===== src/rtl/flash_port_pkg.sv =====
package flash_port_pkg;
    localparam int unsigned CSR_W   = 32;
    localparam int unsigned ADDR_W  = 17;
    localparam int unsigned DATA_W  = 8;
    localparam int unsigned WAIT_W  = 4;
    localparam int unsigned ADDR_LO = 8;
    localparam int unsigned ADDR_HI = ADDR_LO + ADDR_W - 1;
    localparam int unsigned RD_BIT  = 26;
    localparam int unsigned WR_BIT  = 27;

    typedef enum logic [1:0] {
        ST_IDLE   = 2'd0,
        ST_SETUP  = 2'd1,
        ST_STROBE = 2'd2,
        ST_HOLD   = 2'd3
    } seq_state_t;
endpackage


===== src/rtl/fbp_csr.sv =====
module fbp_csr
    import flash_port_pkg::*;
#(
    parameter int unsigned AW = ADDR_W,
    parameter int unsigned DW = DATA_W
) (
    input  logic             clk,
    input  logic             rst_n,
    input  logic             host_wr,
    input  logic [CSR_W-1:0] host_wdata,
    input  logic             cap_rd,
    input  logic [DW-1:0]    rd_byte,
    input  logic             done,
    output logic [AW-1:0]    addr_q,
    output logic [DW-1:0]    data_q,
    output logic             ren_q,
    output logic             wen_q
);
    logic busy;
    logic accept;

    assign busy   = ren_q | wen_q;
    assign accept = host_wr & ~busy;

    always_ff @(posedge clk or negedge rst_n) begin
        if (!rst_n) begin
            addr_q <= '0;
            data_q <= '0;
            ren_q  <= 1'b0;
            wen_q  <= 1'b0;
        end else begin
            if (accept) begin
                addr_q <= host_wdata[ADDR_LO +: AW];
                data_q <= host_wdata[DW-1:0];
                wen_q  <= host_wdata[WR_BIT];
                ren_q  <= host_wdata[RD_BIT] & ~host_wdata[WR_BIT];
            end else if (done) begin
                ren_q <= 1'b0;
                wen_q <= 1'b0;
            end
            if (cap_rd) begin
                data_q <= rd_byte;
            end
        end
    end

    AST_BUSY_IGNORES: assert property (@(posedge clk) disable iff (!rst_n)
        (busy && host_wr) |=> $stable(addr_q)) else $error("host write accepted while busy");
    AST_DONE_CLEARS: assert property (@(posedge clk) disable iff (!rst_n)
        done |=> !(ren_q || wen_q)) else $error("command bit not cleared");
    AST_WRITE_WINS: assert property (@(posedge clk) disable iff (!rst_n)
        (accept && host_wdata[WR_BIT]) |=> !ren_q) else $error("read kept with write");
endmodule


===== src/rtl/fbp_seq.sv =====
module fbp_seq
    import flash_port_pkg::*;
#(
    parameter int unsigned WW = WAIT_W
) (
    input  logic          clk,
    input  logic          rst_n,
    input  logic          ren,
    input  logic          wen,
    input  logic [WW-1:0] cfg_wait,
    output logic          fl_ce_n,
    output logic          fl_oe_n,
    output logic          fl_we_n,
    output logic          fl_dq_oe,
    output logic          cap_rd,
    output logic          done
);
    seq_state_t    state_q, state_d;
    logic [WW-1:0] cnt_q;
    logic [WW-1:0] wait_q;
    logic          is_wr_q;
    logic          strobe_last;

    assign strobe_last = (cnt_q == wait_q);

    always_comb begin
        state_d = state_q;
        unique case (state_q)
            ST_IDLE:   if (ren || wen) state_d = ST_SETUP;
            ST_SETUP:  state_d = ST_STROBE;
            ST_STROBE: if (strobe_last) state_d = ST_HOLD;
            ST_HOLD:   state_d = ST_IDLE;
            default:   state_d = ST_IDLE;
        endcase
    end

    always_ff @(posedge clk or negedge rst_n) begin
        if (!rst_n) begin
            state_q <= ST_IDLE;
            cnt_q   <= '0;
            wait_q  <= '0;
            is_wr_q <= 1'b0;
        end else begin
            state_q <= state_d;
            if (state_q == ST_IDLE && state_d == ST_SETUP) begin
                wait_q  <= cfg_wait;
                is_wr_q <= wen;
            end
            if (state_q == ST_STROBE) cnt_q <= cnt_q + 1'b1;
            else                      cnt_q <= '0;
        end
    end

    always_comb begin
        fl_ce_n  = 1'b1;
        fl_oe_n  = 1'b1;
        fl_we_n  = 1'b1;
        fl_dq_oe = 1'b0;
        cap_rd   = 1'b0;
        done     = 1'b0;
        unique case (state_q)
            ST_IDLE:  ;
            ST_SETUP: fl_ce_n = 1'b0;
            ST_STROBE: begin
                fl_ce_n  = 1'b0;
                fl_oe_n  = is_wr_q;
                fl_we_n  = ~is_wr_q;
                fl_dq_oe = is_wr_q;
                cap_rd   = ~is_wr_q & strobe_last;
            end
            ST_HOLD: begin
                fl_ce_n = 1'b0;
                done    = 1'b1;
            end
            default: ;
        endcase
    end

    AST_ONE_STROBE: assert property (@(posedge clk) disable iff (!rst_n)
        !(!fl_oe_n && !fl_we_n)) else $error("both strobes low");
    AST_STROBE_IN_CE: assert property (@(posedge clk) disable iff (!rst_n)
        (!fl_oe_n || !fl_we_n) |-> !fl_ce_n) else $error("strobe without select");
    AST_DQ_WRITE_ONLY: assert property (@(posedge clk) disable iff (!rst_n)
        fl_dq_oe |-> !fl_we_n) else $error("bus driven outside write strobe");
    AST_SETUP_FIRST: assert property (@(posedge clk) disable iff (!rst_n)
        $fell(fl_ce_n) |-> (fl_oe_n && fl_we_n)) else $error("no setup clock");
    AST_HOLD_LAST: assert property (@(posedge clk) disable iff (!rst_n)
        $rose(fl_ce_n) |-> $past(fl_oe_n && fl_we_n)) else $error("no hold clock");
endmodule


===== src/rtl/flash_byte_port.sv =====
module flash_byte_port
    import flash_port_pkg::*;
#(
    parameter int unsigned AW = ADDR_W,
    parameter int unsigned DW = DATA_W,
    parameter int unsigned WW = WAIT_W
) (
    input  logic             clk,
    input  logic             rst_n,
    input  logic             host_wr,
    input  logic [CSR_W-1:0] host_wdata,
    input  logic [WW-1:0]    cfg_wait,
    output logic [CSR_W-1:0] csr_rdata,
    output logic [AW-1:0]    fl_addr,
    output logic [DW-1:0]    fl_dq_out,
    output logic             fl_dq_oe,
    input  logic [DW-1:0]    fl_dq_in,
    output logic             fl_ce_n,
    output logic             fl_oe_n,
    output logic             fl_we_n
);
    logic [AW-1:0] addr_q;
    logic [DW-1:0] data_q;
    logic          ren_q, wen_q, cap_rd, done;

    fbp_csr #(.AW(AW), .DW(DW)) u_csr (
        .clk(clk), .rst_n(rst_n), .host_wr(host_wr), .host_wdata(host_wdata),
        .cap_rd(cap_rd), .rd_byte(fl_dq_in), .done(done),
        .addr_q(addr_q), .data_q(data_q), .ren_q(ren_q), .wen_q(wen_q)
    );

    fbp_seq #(.WW(WW)) u_seq (
        .clk(clk), .rst_n(rst_n), .ren(ren_q), .wen(wen_q), .cfg_wait(cfg_wait),
        .fl_ce_n(fl_ce_n), .fl_oe_n(fl_oe_n), .fl_we_n(fl_we_n),
        .fl_dq_oe(fl_dq_oe), .cap_rd(cap_rd), .done(done)
    );

    always_comb begin
        csr_rdata                 = '0;
        csr_rdata[WR_BIT]         = wen_q;
        csr_rdata[RD_BIT]         = ren_q;
        csr_rdata[ADDR_LO +: AW]  = addr_q;
        csr_rdata[DW-1:0]         = data_q;
    end

    assign fl_addr   = addr_q;
    assign fl_dq_out = data_q;
endmodule


===== config.mk =====
export PLATFORM = sky130hd
export DESIGN_NAME = flash_byte_port
export DESIGN_NICKNAME = d
export VERILOG_FILES = /design/src/rtl/flash_port_pkg.sv /design/src/rtl/fbp_csr.sv /design/src/rtl/fbp_seq.sv /design/src/rtl/flash_byte_port.sv
export SDC_FILE = /design/constraint.sdc
export NUM_CORES = 1
export LEC_CHECK = 0
export CAP_MARGIN = 15
export CORE_AREA = 5 5 77 79
export DETAILED_ROUTE_END_ITERATION = 10
export DIE_AREA = 0 0 82 84
export PLACE_DENSITY = 0.78
export SLEW_MARGIN = 15
export SYNTH_ARGS = -nofsm -noshare
export SYNTH_HDL_FRONTEND = slang
export SYNTH_SLANG_ARGS = --single-unit

===== constraint.sdc =====
create_clock -name clk -period 2.25 [get_ports clk]
set_clock_uncertainty 0.1 [all_clocks]
set_input_delay 0.5625 -clock clk [delete_from_list [all_inputs] [get_ports clk]]
set_output_delay 0.5625 -clock clk [all_outputs]
set_load 0.005 [all_outputs]

==> results of run 1 <==
-- critical path: stages (launching register included) --
cell and delay (ns):
dfrtp_1 0.43, inv_1 0.08, ha_1 0.19, clkdlybuf4s50_1 0.52
-- final cells by class --
cell class / instances / area share (%)
clock inverters: 2 / 2.05
clock buffers: 6 / 2.82
well taps: 72 / 3.08
repair buffers: 105 / 35.6
inverters: 5 / 0.642
multi-input cells: 71 / 23.3
flip-flops and latches: 38 / 32.5
-- synthesized netlist by cell type --
cell type	instances	share of area, %
xor2_1	5	2.3
nand2_1	2	0.40
nand3b_1	1	0.40
and2b_1	1	0.40
buf_6	1	0.60
and3_1	1	0.33
buf_4	33	13
nand3b_2	1	0.60
nand3_1	1	0.26
xnor2_1	1	0.46
nor3b_1	1	0.40
o21ai_0	3	0.79
conb_1	1	0.20
nor4_2	1	0.66
buf_2	1	0.26
nor3_1	1	0.26
ha_1	4	2.7
inv_1	5	0.99
mux2_2	38	23
and2_1	3	0.99
dfrtp_1	38	50
nand2b_1	1	0.33
mux2i_1	1	0.53
-- registers in the layout, indices dropped and copies added, names as in the netlist --
name and flops:
u_csr.data_q 8, u_seq.is_wr_q 1, u_seq.cnt_q 4, u_seq.wait_q 4, u_csr.addr_q 17, u_seq.state_q 2, u_csr.ren_q 1, u_csr.wen_q 1
-- kinds of logic (layout without fill, tap and decap cells) --
| family | after synthesis | count (layout) |
|---|---|---|
| buffers and inverters | 40 | 118 |
| multiplexers | 39 | 39 |
| flip-flops | 38 | 38 |
| AND/OR/NAND/NOR | 14 | 14 |
| XOR/XNOR | 6 | 6 |
| adder cells (fa/ha/maj) | 4 | 4 |
| AO/OA/AOI/OAI | 3 | 3 |
| other | 1 | 5 |
-- what timing repair did --
| action | CTS | global route |
|---|---|---|
| resized for setup | 1 | 3 |
| setup endpoints to repair | 2 | 1 |
| hold endpoints to repair | 0 | 0 |
| setup buffers | 1 | 0 |
-- per-layer routing --
layer,share of wire [%],vias up
met5,0,-
met4,1.1,0
met3,8.5,6
met2,51,52
met1,39,598
li1,-,611
-- metrics by stage --
step | std cells | total power, mW
5_1_grt | 299 | 4.30
2_1_floorplan | 149 | 2.37
6_report | 299 | 4.02
3_5_place_dp | 290 | 3.34
3_3_place_gp | 290 | 3.29
4_1_cts | 299 | 4.08
-- worst max-delay path by stage --
stage,startpoint,to,slack (ns),depth (start not counted)
finish,u_seq.state_q[1],fl_ce_n,0.09,3
global route,u_seq.state_q[1],fl_ce_n,0.02,3
CTS,u_seq.state_q[0],fl_dq_oe,0.009,5
detailed placement,host_wr,u_csr.data_q[3],0.01,5
global placement,host_wr,u_csr.data_q[0],0.03,5
floorplan,u_seq.state_q[0],u_seq.wait_q[0],0.45,4
-- where the power goes --
part           total, mW  internal [mW]  leakage, nW  switching, mW
Sequential          1.27           1.02        0.455          0.244
Clock              0.707          0.473       0.0714          0.234
Combinational       2.05           1.44        0.738          0.602
==> results.py, run 1 <==
metrics = {
    "pwr": {
        "p_leak_nw": 1.26,
        "power.density_nw_per_um2": 1370,
        "peakVddDrop_v": 0.000722,
    },
    "timing": {
        "tns_ns": 0,
        "rsz0062_at_grt": "no",
        "finalSetupViolCount": 0,
        "hold_viol_final": 0,
        "fin_ws_ns": 0.0918,
        "fmax_mhz": 463,
        "finalMaxSlewViolations": 0,
        "relSlewSlack_pct": 63.6,
        "hold_slack_ns": 0.158,
        "tightest_slew_ns": 0.545,
        "period_share_pct": 95.9,
        "min_period_ns": 2.16,
    },
    "worst_setup_path": {
        "endpoint_kind": "primary output",
        "worstReg2RegStart": "u_seq.cnt_q[0]",
        "crit_type": "flop to primary output",
        "critical_path_required_ns": 1.59,
        "reg2reg_depth": 4,
        "path_max_fanout": 3,
        "timing.rr.end": "u_csr.data_q[2]",
        "crit_arrival_ns": 1.50,
        "cp-start-kind": "flop",
        "r2r_slack_ns": 0.46,
    },
    "floorplanning": {
        "ios": 108,
        "coreArea_um2": 5270,
        "dieArea_um2": 6890,
        "die_width_um": 82,
        "fp.dieH_um": 84,
        "start_util_pct": 35.8,
        "rows": 27,
    },
    "finish": {
        "num-fill-cells": 473,
        "fin_nets": 277,
        "ff_latch_area_um2": 951,
        "stdcell_area_um2": 2930,
        "final_cell_mix": "95 x clkdlybuf4s50_1, 38 x mux2_2, 38 x dfrtp_1",
        "fin_util_pct": 55.5,
        "area_growth_syn_to_layout_pct": 54.9,
        "multi_input_area_um2": 682,
        "num_antenna_cells": 0,
        "drive_above_1_share_pct": 26.0,
        "final_common_cell": "clkdlybuf4s50_1",
    },
    "synthesis": {
        "avgSynthCellArea_um2": 13.0,
        "synth_area_um2": 1890,
        "ys_seq_area_share_pct": 50.4,
        "ys_ff_latch": 38,
        "muxShareOfSynthArea_pct": 23.2,
        "yosysWarnings": 0,
        "synth-simple-area-share_pct": 5.04,
        "synthXorXnorAreaFrac_pct": 2.78,
        "synth_top_family_by_area": "multiplexers",
        "yosys.area_share.adder_pct": 2.65,
        "synthCells": 145,
        "synth-compound-area-share_pct": 0.795,
        "ys_types": 23,
    },
    "global_route": {
        "grt_use_met3_pct": 4.10,
        "grt_pass1_wl_mm": 6.32,
        "grt_use_total_pct": 11.8,
        "grt_antenna_before_repair": 0,
        "grt_start_max_net_pins": 25,
        "use_met2_pct": 20.1,
        "grtUsageMet1_pct": 13.5,
        "grt_pass1_vias": 1263,
        "busiest_layer": "met2",
        "grt-ovfl-total": 0,
    },
    "route": {
        "num_vias": 1267,
        "ant_nets": 0,
        "firstDrtPassIters": 2,
        "viasPerCell": 4.24,
        "wl_per_cell_um": 13.4,
        "finalWirelength_mm": 4.01,
        "drc": 0,
        "drtIter0Drc": 6,
    },
    "clock_tree": {
        "clock_sinks": 38,
        "clk-insertion-delay-late_ns": 0.28,
        "hold_buffers": 0,
        "h-tree-depth": 2,
        "cts_tree": "done",
        "cts_buffers": 5,
        "clkTransAtPathRegs_ns": 0.07,
        "clock_tree.buffer_depth": 2,
        "root_buffer": "clkbuf_8",
    },
    "worst_hold_path": {
        "min_path_type": "input port to asynchronous set/reset pin",
    },
    "placed_design": {
        "port_buffers": 97,
        "place.gp.congestion": 0.686,
        "dp_hpwl_mm": 3.11,
        "place_area_um2": 2760,
        "dp_slack_ns": 0.0133,
    },
    "status": {
        "run_status": "finished clean",
    },
    "run": {
        "maxCapViolCount": 0,
    },
}
Power figures use the tool's default switching activity.
==> inputs of run 2 (changes only) <==
--- a/config.mk
+++ b/config.mk
@@ -6,10 +6,12 @@
 export NUM_CORES = 1
 export LEC_CHECK = 0
 export CAP_MARGIN = 15
-export CORE_AREA = 5 5 77 79
+export CORE_AREA = 3 3 60 62
 export DETAILED_ROUTE_END_ITERATION = 10
-export DIE_AREA = 0 0 82 84
-export PLACE_DENSITY = 0.78
+export DIE_AREA = 0 0 63 65
+export DONT_BUFFER_PORTS = 1
+export PLACE_DENSITY = 0.75
+export SETUP_SLACK_MARGIN = 0.2
 export SLEW_MARGIN = 15
 export SYNTH_ARGS = -nofsm -noshare
 export SYNTH_HDL_FRONTEND = slang
==> run 2 against run 1 <==
Wire length decreased by 24%. Sequential share of layout area increased by 20 points. Maximum frequency is 12% higher. Via count down 25%. Critical path type unchanged. Highest routed layer unchanged. Final cell count shrank 43%. Clock power decreased by 55%. Power is 36% lower. First-iteration DRC count grew to 3.8 times the previous value.
==> results.py, run 2 (synthesized netlist as in run 1, its figures left out) <==
metrics = {
    "finish": {
        "stdcell_area_um2": 1810,
        "top_regs": "u_csr.addr_q (17), u_csr.data_q (8)",
        "regMostFlops": "u_csr.addr_q",
        "final_cell_mix": "38 x mux2_2, 38 x dfrtp_1",
        "drive_above_1_share_pct": 41.7,
        "num-fill-cells": 269,
        "largest_reg_flops": 17,
        "area_growth_syn_to_layout_pct": -3.91,
        "fin_nets": 178,
        "finalNonFillerCells": 171,
        "num_antenna_cells": 0,
    },
    "route": {
        "ant_nets": 0,
        "num_vias": 950,
        "finalWirelength_mm": 3.04,
        "wl_per_cell_um": 17.7,
        "viasPerCell": 5.56,
        "drtIter0Drc": 23,
        "firstDrtPassIters": 4,
        "drc": 0,
    },
    "status": {
        "run_status": "finished clean",
    },
    "global_route": {
        "grt-ovfl-total": 0,
        "grt_pass1_vias": 1077,
        "grt_antenna_before_repair": 0,
        "grt_start_max_net_pins": 39,
        "grt_pass1_wl_mm": 4.91,
        "grt_use_total_pct": 15.9,
    },
    "timing": {
        "hold_slack_ns": 0.256,
        "finalMaxSlewViolations": 0,
        "hold_viol_final": 0,
        "rsz0062_at_grt": "no",
        "finalSetupViolCount": 0,
        "tns_ns": 0,
        "min_period_ns": 1.93,
        "fmax_mhz": 519,
        "period_share_pct": 85.6,
    },
    "placed_design": {
        "place_area_um2": 1720,
        "dp_cells": 162,
        "dp_hpwl_mm": 2.28,
        "place.gp.congestion": 0.683,
        "port_buffers": 0,
    },
    "worst_setup_path": {
        "critical_path_required_ns": 1.59,
        "crit_arrival_ns": 1.26,
        "worstPathCellList": "inv_1 > ha_4 > nand2_1 > inv_1",
        "critPathMostFrequentCell": "inv_1",
        "worstReg2RegStart": "u_csr.wen_q",
        "crit_type": "flop to primary output",
        "endpoint_kind": "primary output",
        "path_max_fanout": 8,
        "max_stage_delay_ns": 0.42,
        "critPathLaunch": "u_seq.state_q[0]",
        "cp-start-kind": "flop",
        "crit_path_top_delay_cell": "dfrtp_1",
    },
    "pwr": {
        "p_leak_nw": 0.820,
        "peakVddDrop_v": 0.000767,
        "total_power_mw": 2.56,
        "power.density_nw_per_um2": 1410,
    },
    "floorplanning": {
        "fp.dieH_um": 65,
        "die_width_um": 63,
        "rows": 20,
        "coreArea_um2": 3080,
        "start_util_pct": 61.3,
        "ios": 108,
        "dieArea_um2": 4100,
    },
    "worst_hold_path": {
        "min_path_type": "input port to flop",
        "hold_start": "host_wdata[27]",
    },
    "clock_tree": {
        "clock_tree.buffer_depth": 2,
        "clock_sinks": 38,
        "h-tree-depth": 2,
        "clk-insertion-delay-late_ns": 0.34,
        "root_buffer": "clkbuf_4",
        "cts_tree": "done",
        "clkTransAtPathRegs_ns": 0.11,
        "cts_buffers": 5,
    },
    "run": {
        "maxCapViolCount": 0,
    },
}
[run 2: cell count changes in the layout (fill, tap and decap cells not counted), sizes merged]
cell	previous run	this run
buf	9	5
bufinv	2	0
clkbuf	6	5
clkdlybuf4s50	95	0
clkinv	0	2
dlygate4sd3	0	1
dlymetal6s2s	1	0
[run 2: critical path, delay by kind of cell (launching register included)]
kind	cells	cell delay (ns)
adders and majority gates	1	0.19
buffers and inverters	2	0.22
DFF	1	0.42
and+or+nand+nor	1	0.09
[run 2: repair_timing]
action | 4_1_cts | 5_1_grt
gates resized for setup | 1 | 1
endpoints found under the setup margin | 1 | 1
hold endpoints to repair | 38 | 0
setup buffers | 0 | 0
pin swaps | 0 | 0
hold buffers | 2 | 0
[run 2: worst paths after layout]
path                            cells after the start               end  slack [ns]
min in group asynchronous                           2  u_csr.addr_q[14]        0.55
max in group asynchronous                           2   u_csr.data_q[1]        1.30
worst max register to register                      4   u_csr.data_q[4]        0.39
worst min register to register                      1   u_seq.wait_q[0]        0.44
worst max-delay path                                4          fl_dq_oe        0.32
worst min-delay path                                2       u_csr.wen_q        0.26
[run 2: final cells by class]
type | count | area [um2] | area share [%]
clock inverters | 2 | 10.0 | 0.552
inverters | 5 | 18.8 | 1.03
multi-input cells | 71 | 682 | 37.6
well taps | 44 | 55.1 | 3.03
repair buffers | 6 | 60.1 | 3.31
flip-flops and latches | 38 | 951 | 52.4
clock buffers | 5 | 37.5 | 2.07
[run 2: power by group]
group          total, mW  internal (mW)  switching (mW)  leakage, nW
registers           1.38           1.02           0.362        0.455
clock network      0.319          0.112           0.207       0.0308
logic              0.860          0.524           0.335        0.335
total               2.56           1.66           0.904        0.820
[run 2: routing by layer]
layer	part of all wire (%)	vias to the layer above	track usage [%]	wire, um
met2	52	74	28.5	1580
li1	-	413	-	-
met1	34	456	15.3	1040
met5	0	-	0	0
met3	12	7	8.32	365
met4	1.5	0	6.06	47
[run 2: through the flow]
| stage | worst slack (ns) | util [%] |
|---|---|---|
| global route | 0.236 | 58.9 |
| floorplan | 0.446 | - |
| finish | 0.325 | 58.9 |
| global placement | 0.364 | 56.0 |
| CTS | 0.241 | 58.6 |
| detailed placement | 0.329 | 56.0 |
==> inputs of run 3 (changes only) <==
--- a/config.mk
+++ b/config.mk
@@ -6,13 +6,13 @@
 export NUM_CORES = 1
 export LEC_CHECK = 0
 export CAP_MARGIN = 15
-export CORE_AREA = 3 3 60 62
+export CORE_AREA = 3 3 63 65
 export DETAILED_ROUTE_END_ITERATION = 10
-export DIE_AREA = 0 0 63 65
+export DIE_AREA = 0 0 66 68
 export DONT_BUFFER_PORTS = 1
-export PLACE_DENSITY = 0.75
+export MAX_ROUTING_LAYER = met4
+export PLACE_DENSITY = 0.69
 export SETUP_SLACK_MARGIN = 0.2
-export SLEW_MARGIN = 15
 export SYNTH_ARGS = -nofsm -noshare
 export SYNTH_HDL_FRONTEND = slang
 export SYNTH_SLANG_ARGS = --single-unit
==> run 3 against run 2 <==
Worst hold slack worse by 0.00092 ns. Global-route usage down 2.2 points. Power up 0.85%. Wire length down 2.3%. Via count down 2.0%. Worst setup slack better by 0.017 ns. Die area up 9.6%. Sequential cell count unchanged. Clock-buffer cell count up 2.
==> results.py, run 3 (synthesized netlist as in run 1, its figures left out) <==
metrics = {
    "worst_hold_path": {
        "hold_start": "host_wdata[27]",
        "min_path_type": "input port to flop",
        "holdPathStages": 2,
        "min_to": "u_csr.wen_q",
    },
    "placed_design": {
        "place.gp.congestion": 0.677,
        "dp_hpwl_mm": 2.23,
        "port_buffers": 0,
        "dp_slack_ns": 0.389,
    },
    "worst_setup_path": {
        "critical_path_required_ns": 1.59,
        "crit_arrival_ns": 1.25,
        "r2r_slack_ns": 0.42,
        "path_max_fanout": 8,
        "max_stage_delay_ns": 0.42,
        "crit_buf_inv": 2,
        "crit_type": "flop to primary output",
        "crit_family": "flip-flops",
        "endpoint_kind": "primary output",
        "worstReg2RegStart": "u_csr.wen_q",
        "critPathMostFrequentCell": "inv_1",
        "timing.rr.end": "u_csr.data_q[1]",
        "cp-start-kind": "flop",
        "crit_path_top_delay_cell": "dfrtp_1",
        "worstPathCellList": "inv_1 > ha_4 > nand2_1 > inv_1",
        "reg2reg_depth": 4,
    },
    "floorplanning": {
        "dieArea_um2": 4490,
        "ios": 108,
        "start_util_pct": 55.7,
        "die_width_um": 66,
        "rows": 21,
        "coreArea_um2": 3390,
        "fp.dieH_um": 68,
    },
    "global_route": {
        "grt-ovfl-total": 0,
        "use_met2_pct": 22.5,
        "grt_use_total_pct": 13.6,
        "grt_pass1_vias": 955,
        "grt_use_met3_pct": 5.42,
        "grt_start_max_net_pins": 39,
        "grt_antenna_before_repair": 0,
        "busiest_layer": "met2",
        "grt_pass1_wl_mm": 4.28,
        "grtUsageMet1_pct": 13.2,
    },
    "finish": {
        "num_antenna_cells": 0,
        "num-fill-cells": 299,
        "largest_reg_flops": 17,
        "regMostFlops": "u_csr.addr_q",
        "fin_nets": 177,
        "top_regs": "u_csr.addr_q (17), u_csr.data_q (8)",
        "area_growth_syn_to_layout_pct": -3.51,
        "final_cell_mix": "38 x mux2_2, 38 x dfrtp_1",
        "drive_above_1_share_pct": 40.9,
    },
    "pwr": {
        "power.share.clock_pct": 13.7,
        "peakVddDrop_v": 0.000642,
        "combPwrFrac_pct": 32.6,
        "switching_share_pct": 34.7,
        "internal_power_mw": 1.69,
        "total_power_mw": 2.58,
        "p_leak_nw": 0.819,
        "switchingPower_mw": 0.895,
        "seqPwrFrac_pct": 53.8,
        "power.density_nw_per_um2": 1420,
    },
    "route": {
        "firstDrtPassIters": 2,
        "wl_per_cell_um": 17.1,
        "drc": 0,
        "ant_nets": 0,
        "num_vias": 931,
        "drtIter0Drc": 45,
        "finalWirelength_mm": 2.96,
        "viasPerCell": 5.38,
    },
    "timing": {
        "min_period_ns": 1.91,
        "tns_ns": 0,
        "period_share_pct": 84.8,
        "hold_slack_ns": 0.255,
        "rsz0062_at_grt": "no",
        "finalMaxSlewViolations": 0,
        "fmax_mhz": 524,
        "finalSetupViolCount": 0,
        "hold_viol_final": 0,
        "fin_ws_ns": 0.342,
    },
    "clock_tree": {
        "root_buffer": "clkbuf_4",
        "h-tree-depth": 2,
        "cts_buffers": 5,
        "cts_tree": "done",
        "clkTransAtPathRegs_ns": 0.10,
        "clk-insertion-delay-late_ns": 0.33,
        "clock_tree.buffer_depth": 2,
        "clock_sinks": 38,
    },
    "status": {
        "run_status": "finished clean",
    },
    "run": {
        "maxCapViolCount": 0,
    },
}
## run 3: cell types whose count changed in the layout (fill, tap and decap cells not counted), sizes merged
cell	change
clkbuf	+2
buf	-1
clkinv	-1
## run 3: how the worst max path moves through the flow
stage,from,endpoint,slack (ns),cells after the start
finish,u_seq.state_q[0],fl_dq_oe,0.34,4
global route,u_seq.state_q[0],fl_dq_oe,0.23,4
CTS,u_seq.state_q[0],fl_dq_oe,0.24,4
detailed placement,host_wr,u_csr.data_q[4],0.39,3
global placement,host_wr,u_csr.data_q[1],0.41,3
floorplan,u_seq.state_q[0],u_seq.wait_q[0],0.45,4
## run 3: per-stage QoR
stage | area, um2 | util (%) | instances
2_1_floorplan | 1900 | - | 149
3_3_place_gp | 1720 | 50.7 | 163
3_5_place_dp | 1720 | 50.7 | 163
4_1_cts | 1810 | 53.5 | 173
5_1_grt | 1820 | 53.7 | 173
6_report | 1820 | 53.7 | 173
## run 3: layer usage
layer | part of all wire, % | vias to the layer above | routed length, um
li1 | - | 407 | -
met1 | 34 | 456 | 1010
met2 | 53 | 64 | 1560
met3 | 12 | 4 | 352
met4 | 1.2 | 0 | 36
met5 | 0 | - | 0
## run 3: area by class of cell
class | count | area [um2] | area share [%]
clock buffers | 7 | 55.1 | 3.02
flip-flops and latches | 38 | 951 | 52.2
repair buffers | 5 | 52.6 | 2.88
inverters | 5 | 18.8 | 1.03
multi-input cells | 71 | 682 | 37.4
well taps | 46 | 57.6 | 3.16
clock inverters | 1 | 5.00 | 0.275
## run 3: power groups by stage
stage               Combinational (mW)  Clock [mW]  Sequential [mW]
CTS                              0.848       0.378             1.40
floorplan                         1.10           0             1.27
global route                     0.942       0.414             1.45
finish                           0.841       0.353             1.39
global placement                 0.787           0             1.39
detailed placement               0.825           0             1.41
## run 3: what timing repair did
item / CTS / global route
endpoints found under the setup margin: 1 / 1
buffers inserted: 0 / 0
hold buffers: 2 / 0
gates resized for setup: 1 / 1
hold endpoints to repair: 38 / 0
